**src/rtl/cordic_sine_pkg.sv**
```systemverilog
package cordic_sine_pkg;

    localparam int WORD_W = 16;

    typedef enum logic [1:0] {
        S_IDLE = 2'd0,
        S_LOAD = 2'd1,
        S_CLR  = 2'd2,
        S_ROT  = 2'd3
    } seq_state_e;

    // serial cell opcodes
    localparam logic [1:0] OP_HOLD = 2'b00;
    localparam logic [1:0] OP_CLR  = 2'b01;
    localparam logic [1:0] OP_SUB  = 2'b10;
    localparam logic [1:0] OP_ADD  = 2'b11;

    // coordinate lanes
    localparam int CX = 0;
    localparam int CY = 1;
    localparam int CZ = 2;

    // arctan(2^-i) in units of (pi/2)/32768
    function automatic logic [WORD_W-1:0] atan_step(input int unsigned i);
        case (i)
            0:  return 16'd16384;
            1:  return 16'd9672;
            2:  return 16'd5110;
            3:  return 16'd2594;
            4:  return 16'd1302;
            5:  return 16'd652;
            6:  return 16'd326;
            7:  return 16'd163;
            8:  return 16'd81;
            9:  return 16'd41;
            10: return 16'd20;
            11: return 16'd10;
            12: return 16'd5;
            13: return 16'd3;
            14: return 16'd1;
            15: return 16'd1;
            default: return 16'd0;
        endcase
    endfunction

endpackage

```
**src/rtl/cordic_bit_ram.sv**
```systemverilog
module cordic_bit_ram #(
    parameter int DEPTH = 16,
    parameter int AW    = $clog2(DEPTH)
) (
    input  logic          clk,
    input  logic          we0,
    input  logic [AW-1:0] addr0,
    input  logic          wdata0,
    output logic          rdata0,
    input  logic [AW-1:0] addr1,
    output logic          rdata1
);

    logic [DEPTH-1:0] cells_q;

    always_ff @(posedge clk) begin
        if (we0) begin
            cells_q[addr0] <= wdata0;
        end
    end

    assign rdata0 = cells_q[addr0];
    assign rdata1 = cells_q[addr1];

endmodule

```
**src/rtl/cordic_serial_cell.sv**
```systemverilog
module cordic_serial_cell
    import cordic_sine_pkg::*;
(
    input  logic       clk,
    input  logic       rst,
    input  logic [1:0] op,
    input  logic       a,
    input  logic       b,
    output logic       sum
);

    logic cy_q, cy_d;
    logic sub, b_eff, c_in, c_out;

    always_comb begin
        sub   = (op == OP_SUB);
        b_eff = b ^ sub;
        // stored state is inverted for subtract so a cleared cell seeds carry 1
        c_in  = cy_q ^ sub;
        sum   = a ^ b_eff ^ c_in;
        c_out = (a & b_eff) | (a & c_in) | (b_eff & c_in);
        case (op)
            OP_CLR:         cy_d = 1'b0;
            OP_ADD, OP_SUB: cy_d = c_out ^ sub;
            default:        cy_d = cy_q;
        endcase
    end

    always_ff @(posedge clk or posedge rst) begin
        if (rst) begin
            cy_q <= 1'b0;
        end else begin
            cy_q <= cy_d;
        end
    end

endmodule

```
**src/rtl/cordic_sine_seq.sv**
```systemverilog
module cordic_sine_seq
    import cordic_sine_pkg::*;
#(
    parameter int              W      = WORD_W,
    parameter int              ITERS  = 16,
    parameter logic [W-1:0]    X_INIT = 16'd9949
) (
    input  logic         clk,
    input  logic         rst,
    input  logic         enable,
    input  logic [W-1:0] theta,
    output logic         valid,
    output logic [W-1:0] value
);

    localparam int AW = $clog2(W);
    localparam int IW = $clog2(ITERS);
    localparam int NC = 3;

    typedef struct packed {
        seq_state_e   st;
        logic [AW-1:0] bitn;
        logic [IW-1:0] iter;
        logic          neg;
        logic [W-1:0]  ang;
        logic [W-1:0]  res;
        logic          done;
    } seq_t;

    seq_t q, d;

    logic [NC-1:0]         ram_we, ram_wd, rd0, rd1, addend, sum;
    logic [NC-1:0][AW-1:0] addr1;
    logic [NC-1:0][1:0]    cell_op;
    logic [AW:0]           shift_sum;
    logic [AW-1:0]         shift_addr;
    logic [W-1:0]          atan_now;
    logic [W-1:0]          z_init;
    logic                  last_bit, last_iter;

    for (genvar c = 0; c < NC; c++) begin : g_lane
        cordic_bit_ram #(.DEPTH(W), .AW(AW)) u_ram (
            .clk   (clk),
            .we0   (ram_we[c]),
            .addr0 (q.bitn),
            .wdata0(ram_wd[c]),
            .rdata0(rd0[c]),
            .addr1 (addr1[c]),
            .rdata1(rd1[c])
        );
        cordic_serial_cell u_cell (
            .clk(clk),
            .rst(rst),
            .op (cell_op[c]),
            .a  (rd0[c]),
            .b  (addend[c]),
            .sum(sum[c])
        );
    end

    always_comb begin
        d         = q;
        shift_sum = {1'b0, q.bitn} + (AW+1)'(q.iter);
        shift_addr = (shift_sum > (AW+1)'(W-1)) ? AW'(W-1) : shift_sum[AW-1:0];
        atan_now  = atan_step(int'(q.iter));
        z_init    = {1'b0, q.ang[W-1:1]};
        last_bit  = (q.bitn == AW'(W-1));
        last_iter = (q.iter == IW'(ITERS-1));

        ram_we    = '0;
        ram_wd    = sum;
        cell_op   = '0;
        addr1[CX] = shift_addr;
        addr1[CY] = shift_addr;
        addr1[CZ] = AW'(W-1);
        addend[CX] = rd1[CY];
        addend[CY] = rd1[CX];
        addend[CZ] = atan_now[q.bitn];

        case (q.st)
            S_IDLE: begin
                if (enable) begin
                    d.ang  = theta;
                    d.st   = S_LOAD;
                    d.bitn = '0;
                    d.iter = '0;
                    d.done = 1'b0;
                end
            end
            S_LOAD: begin
                ram_we     = '1;
                ram_wd[CX] = X_INIT[q.bitn];
                ram_wd[CY] = 1'b0;
                ram_wd[CZ] = z_init[q.bitn];
                d.bitn     = q.bitn + 1'b1;
                if (last_bit) begin
                    d.st = S_CLR;
                end
            end
            S_CLR: begin
                cell_op = {NC{OP_CLR}};
                d.neg   = rd1[CZ];
                d.st    = S_ROT;
            end
            default: begin
                ram_we      = '1;
                cell_op[CX] = q.neg ? OP_ADD : OP_SUB;
                cell_op[CY] = q.neg ? OP_SUB : OP_ADD;
                cell_op[CZ] = q.neg ? OP_ADD : OP_SUB;
                if (last_iter) begin
                    d.res[q.bitn] = sum[CY];
                end
                d.bitn = q.bitn + 1'b1;
                if (last_bit) begin
                    if (last_iter) begin
                        d.st   = S_IDLE;
                        d.done = 1'b1;
                        d.iter = '0;
                    end else begin
                        d.iter = q.iter + 1'b1;
                        d.st   = S_CLR;
                    end
                end
            end
        endcase
    end

    always_ff @(posedge clk or posedge rst) begin
        if (rst) begin
            q <= '{st: S_IDLE, default: '0};
        end else begin
            q <= d;
        end
    end

    assign valid = q.done;
    assign value = q.res;

endmodule

```
**config.mk**
```make
export PLATFORM = sky130hd
export DESIGN_NAME = cordic_sine_seq
export DESIGN_NICKNAME = d
export VERILOG_FILES = /design/src/rtl/cordic_sine_pkg.sv /design/src/rtl/cordic_bit_ram.sv /design/src/rtl/cordic_serial_cell.sv /design/src/rtl/cordic_sine_seq.sv
export SDC_FILE = /design/constraint.sdc
export NUM_CORES = 1
export LEC_CHECK = 0
export CORE_MARGIN = 5
export CORE_UTILIZATION = 40
export DETAILED_ROUTE_END_ITERATION = 12
export DONT_BUFFER_PORTS = 1
export PLACE_DENSITY_LB_ADDON = 0.2
export SYNTH_ARGS = -nofsm -noshare
export SYNTH_HDL_FRONTEND = slang
export SYNTH_SLANG_ARGS = --single-unit
```
**constraint.sdc**
```tcl
create_clock -name clk -period 12.3 [get_ports clk]
set_clock_uncertainty 0.2 [all_clocks]
set_input_delay 0.615 -clock clk [delete_from_list [all_inputs] [get_ports clk]]
set_output_delay 0.615 -clock clk [all_outputs]
set_load 0.005 [all_outputs]
```
Word level (Yosys, flattened, before mapping)

Memory sizes are Yosys's and may differ from the RTL's.
Cells that the tools add are included.

Logic and storage cells: 134
Bits of input ports: 19
Output and inout port bits: 17
ROM bits: 256
Register bits after elaboration: 95
Memories: 2

Memory list:

| name            | words | bits a word | rd ports | clocked after memory_dff | wr ports | RTL line              | text |
|---|---|---|---|---|---|---|---|
| (no name shown) | 16    | 15          | 1        | 0                        | 0        | cordic_sine_pkg.sv:25 | `case (i)` |
| (no name shown) | 16    | 1           | 1        | 0                        | 0        | cordic_sine_seq.sv:92 | `ram_wd[CX] = X_INIT[q.bitn];` |

Multiplexer cells: 43
Eq/ne operators: 15
Bitwise logic cells: 33
Order comparisons: 4
$add $sub $neg: 3
Reduce and logical (&&, ||, !) cells: 21

Operators with widths:

| kind                                                                   | number |
|---|---|
| 16-bit bitwise mux                                                     | 4 |
| 1-bit binary-select mux with 4-bit select                              | 7 |
| 4-bit case mux with 2 select lines                                     | 2 |
| 1-bit bitwise XOR                                                      | 15 |
| 2-bit equality test (second input constant)                            | 7 |
| 1-bit 2-to-1 mux                                                       | 14 |
| 4-bit 2-to-1 mux                                                       | 3 |
| 6-bit case mux with 2 select lines                                     | 1 |
| 2-bit OR reduction                                                     | 6 |
| 4-bit by 5-bit < comparator with 1-bit output (second input constant)  | 2 |
| 10-bit 2-to-1 mux                                                      | 1 |
| 2-bit nonzero test                                                     | 5 |
| 1-bit AND                                                              | 9 |
| 4-bit by 1-bit adder with 4-bit output (second input constant)         | 2 |
| 2-bit by 1-bit equality test with 1-bit output (second input constant) | 4 |
| 4-bit equality test (second input constant)                            | 2 |
| 1-bit case mux with 2 select lines                                     | 4 |
| 2-bit 2-to-1 mux                                                       | 3 |
| 3-bit 2-to-1 mux                                                       | 2 |
| 1-bit bitwise OR                                                       | 6 |
| 2-bit case mux with 3 select lines                                     | 1 |
| 2-bit AND reduction                                                    | 3 |
| 3-bit AND reduction                                                    | 2 |
| 4-bit by 4-bit adder with 5-bit output                                 | 1 |
| other kinds (10)                                                       | 13 |

Longest topological paths before layout

Depth after elaboration: 11
Depth in mapped cells: 13
Depth with buffers taken out: 11

Modules after synthesis

Synthesis repeated with hierarchy kept, for this count alone.

Cell total of the unflattened synthesis: 472
Area, all modules: 5729.2 µm²

By module, submodules not included:

| module             | instances | area an instance (µm²) | cells each | seq. area each (µm²) |
|---|---|---|---|---|
| cordic_sine_seq    | 1         | 2793.9                 | 271        | 1076.0 |
| cordic_bit_ram     | 3         | 884.6                  | 58         | 480.5 |
| cordic_serial_cell | 3         | 93.8                   | 9          | 25.0 |

Worst setup path before layout

Ideal clock, no wire load.

Path kind: register to register
Start: reg q[34] (netlist bit)
End: reg g_lane[1].u_ram.cells_q[0], data pin
Slack: 8.068 ns
Path buffers: 3
Library setup time: 0.281 ns
Cell stages (with the launch flop): 14
Clock period less this slack: 4.232 ns
Arrival: 3.750 ns
Data required time: 11.819 ns
Cell sequence: dfrtp_1 -> ha_1 -> fa_1 -> buf_2 -> buf_2 -> mux2i_1 -> nor4_1 -> a211oi_1 -> mux2i_1 -> mux2i_1 -> xor2_1 -> fa_1 -> clkbuf_1 -> nor2b_1

Longest elaborated chain between the ends: 10

Ends and longest elaborated chain:

| item                                                     | RTL line                 | text |
|---|---|---|
| from (decl)                                              | cordic_sine_seq.sv:30    | `seq_t q, d;` |
| from (signal assigned)                                   | cordic_sine_seq.sv:130   | `q <= '{st: S_IDLE, default: '0};` |
| from (signal assigned)                                   | cordic_sine_seq.sv:132   | `q <= d;` |
| 4-bit by 4-bit adder with 5-bit output *                 | cordic_sine_seq.sv:63    | `shift_sum = {1'b0, q.bitn} + (AW+1)'(q.iter);` |
| 5-bit by 4-bit greater-than comparator with 1-bit output | cordic_sine_seq.sv:64    | `shift_addr = (shift_sum > (AW+1)'(W-1)) ? AW'(W-1) : shift_sum[AW-1:0];` |
| 4-bit 2-to-1 mux *                                       | cordic_sine_seq.sv:64    |  |
| 1-bit binary-select mux with 4-bit select *              | cordic_bit_ram.sv:23     | `assign rdata1 = cells_q[addr1];` |
| 1-bit 2-to-1 mux (not written as such) *                 | cordic_bit_ram.sv:23     |  |
| 1-bit bitwise XOR *                                      | cordic_serial_cell.sv:17 | `b_eff = b ^ sub;` |
| 1-bit bitwise XOR * (2 in a row)                         | cordic_serial_cell.sv:20 | `sum = a ^ b_eff ^ c_in;` |
| via g_lane[1].u_cell.sum                                 | cordic_serial_cell.sv:9  | `output logic sum` |
| 3-bit 2-to-1 mux *                                       | cordic_sine_seq.sv:80    | `case (q.st)` |
| via g_lane[1].u_ram.wdata0                               | cordic_bit_ram.sv:8      | `input logic wdata0,` |
| 16-bit bitwise mux *                                     | cordic_bit_ram.sv:18     | `cells_q[addr0] <= wdata0;` |
| to (signal, indexed assignment)                          | cordic_bit_ram.sv:18     |  |
| to (decl)                                                | cordic_bit_ram.sv:14     | `logic [DEPTH-1:0] cells_q;` |

Mark *: on every way through the listed nets, which the timed path passes. The rest lies on a longest branch. The select of a mux whose other input is x is not followed.
A chain may end at the register's enable or synchronous reset.

Worst setup path in the final report

Start: reg q[34] (netlist bit)
End: reg g_lane[1].u_ram.cells_q[10], data pin

The elaborated chain is that of the path after synthesis.

==> impl_results.md <==
- Post-CTS sizing: 0
- Max Fclk: 184.5 MHz
- Effective utilization at floorplan: approximately two fifths
- Setup TNS: 0 ps
- Clock buffer depth: 2
- Post-Syn Instances: 434
- Final Hold Vio Count: 0
- Drt total wl: 11590 microns
- Critical Path Sink Type: flop
- Critical path depth in cells: 10
- Yosys cell types: 57
- Reg-to-Reg End: g_lane[1].u_ram.cells_q[10]
- Core area: 13190 sq um
- Warnings, synthesis: 0
- Register area share after synthesis: 48.46%
- IO buf count: 0
- Worst reg2reg path startpoint: q[34]
- Max cap viols: 0
- Placed cell count: 571
- # rows: 42
- Via density: between 5 and 6
- Post-CTS Hold Buffers: 0
- Later-pin clock latency in the skew report: 350 ps
- Die width: 125.7 microns
- P&R area growth vs syn: 5.122%
- Global-route wire length before repair: 18690 microns
- CP startpoint: q[34]
- Initial DRT Pass Iterations: 4
- Clock transition at path regs: 70 ps
- Die area: around 16000 sq um
- Crit path required time: 12090 ps
- Die Ht: 125.7 microns
- I/O pins: 36
- Tmin final: 5420 ps
- Most frequent cells in the layout: edfxtp_1, dfrtp_1, nand2_1
- Commonest non-fill, non-tap cell in the layout: edfxtp_1
- Vias in the first global route: 3409
- CTS buffer count: 9
- Synth Register Bits: 94
- Worst-path fanout max: 18
- Cells along the critical path: ha_1 > fa_1 > mux2i_1 > nor4_1 > a211oi_1 > mux2i_1 > mux2i_1 > xor2_1 > fa_1 > nor2b_1
- Post-DR wirelength/cell: roughly 20 microns
- H-tree levels: 3
- Worst EP arrival: 5210 ps
- Mean Syn Cell Area: roughly 12 sq um
- Ant diodes: 0
- Delay-heaviest family, CP: adder cells
- Number of flops mapped to enable cells by yosys: between 40 and 50
- Actual slew at the worst max-slew pin: 1274 ps
- Crit-path most repeated cell: mux2i_1
- Gpl congestion: 0.7877
- Root buffer cell: clkbuf_16
- Final hold slack: about 150 ps
- GR Overflow Total: 0
- Remaining antenna violation count: 0
- Async S/R FF share, synth: slightly below 50%
- Reg-to-reg setup timing slack: 6880 ps
- RSZ-0062 raised after global routing: false
- Main flop type after synthesis: edfxtp_1
- Clock Sinks: 94
- WS Path Type: reg2reg
- Initial antenna violation count: 0
- Fraction of layout cells with a size suffix above 1: 21.17%
- Post-Syn Area: 5350 sq um
- Post-Syn Nets: 476
- CP max stage cell: fa_1
- CTS tree: done
- Post-CTS setup buffer count: 0
- Largest net degree at the start of global routing: 47
- Critical path buffers and inverters: 0
- Startpoint types: flop
- Max-slew headroom: 14.50%
- Period utilisation layout: 44.07%
- Final Net Count: 448
- Final setup viols: 0
- Post-route DRC violation count: 0
- Routed vias: 3243
- Final HPWL DP: 8044 microns
- Final non-filler cell total: 587
- Worst stage delay on the critical path: ~1100 ps
- Gr usage total: 15.15%
- Critical Path End: g_lane[1].u_ram.cells_q[10]
- Min-delay worst type: in2async
- R2R cell count: 10
- Detailed Route Iter0 Violations: 141
- Count of final max-slew check failures: 0
- Status: completed
-- worst reg2reg max path, cell delays in order, from the launching register on --
cell and delay (ps):
dfrtp_1 530, ha_1 300, fa_1 1080, mux2i_1 270, nor4_1 60, a211oi_1 280, mux2i_1 130, mux2i_1 230
xor2_1 120, fa_1 910, nor2b_1 940
-- how the worst min path moves through the flow --
stage                end  slack (ps)  cells after the start
2_1_floorplan      q[28]         270                      1
3_3_place_gp       q[26]         290                      1
3_5_place_dp       q[28]         290                      1
4_1_cts        value[12]         190                      1
5_1_grt            q[22]         200                      1
6_report           q[30]         150                      1
-- cell usage after synthesis, types with 5 or more instances --
master | n | share of area (%)
nor2b_1 | 5 | 0.58
nor3_1 | 5 | 0.47
a211oi_1 | 5 | 0.70
and2_1 | 5 | 0.58
nand2b_1 | 5 | 0.58
nand2_1 | 44 | 3.1
buf_4 | 16 | 2.2
clkbuf_1 | 8 | 0.56
inv_1 | 9 | 0.63
dfrtp_1 | 46 | 22
a21oi_1 | 9 | 0.84
edfxtp_1 | 48 | 27
buf_2 | 13 | 1.2
nor2_1 | 26 | 1.8
a22o_1 | 5 | 0.82
mux2i_1 | 16 | 3.0
ha_1 | 19 | 4.4
and3_1 | 5 | 0.58
nand3_1 | 8 | 0.75
xor2_1 | 6 | 0.98
o21ai_0 | 11 | 1.0
mux4_2 | 21 | 8.8
mux2_2 | 35 | 7.4
-- state kept, by name (all words and copies together), names as in the netlist --
name and cells:
g_lane.u_cell.cy_q 3, g_lane.u_ram.cells_q 48, q 26, valid 1, value 16
-- layout make-up --
cell class              count  area (sq um)
inverters                  11         41.29
well taps                 176         220.2
flip-flops and latches     94          2592
clock buffers              11         242.7
fillers                  1218          7566
multi-input cells         286          2455
repair buffers              4         30.03
clock inverters             5         42.54
-- per-stage QoR --
stage | util [%] | setup slack [ps] | cell area (sq um)
after detailed placement | 40.48 | 6863 | 5339
after global routing | 42.64 | 6447 | 5624
after CTS | 42.64 | 6810 | 5624
final | 42.64 | 6880 | 5624
after global placement | 40.48 | 6893 | 5339
after floorplan | - | 8068 | 5350
-- metal layers --
metal,GRT usage (%),up-vias,routed length [microns]
met1,19.90,1625,5213
met4,7.015,0,311
met5,0,-,0
met2,24.07,61,5552
li1,-,1537,-
met3,3.302,20,509
-- cell families after synthesis --
kind of cell | Yosys count | synth area share [%]
muxes | 73 | 19.69
adders and majority gates | 23 | 5.940
and+or+nand+nor | 118 | 10.43
DFF | 94 | 48.46
buffers and inverters | 54 | 5.659
xor gates and xnor gates | 10 | 1.637
AOI/OAI and AO/OA | 62 | 8.185
Power is left out: the tool's default activity adds up to more than one toggle a clock period on the data nets, which glitch-free logic cannot reach.
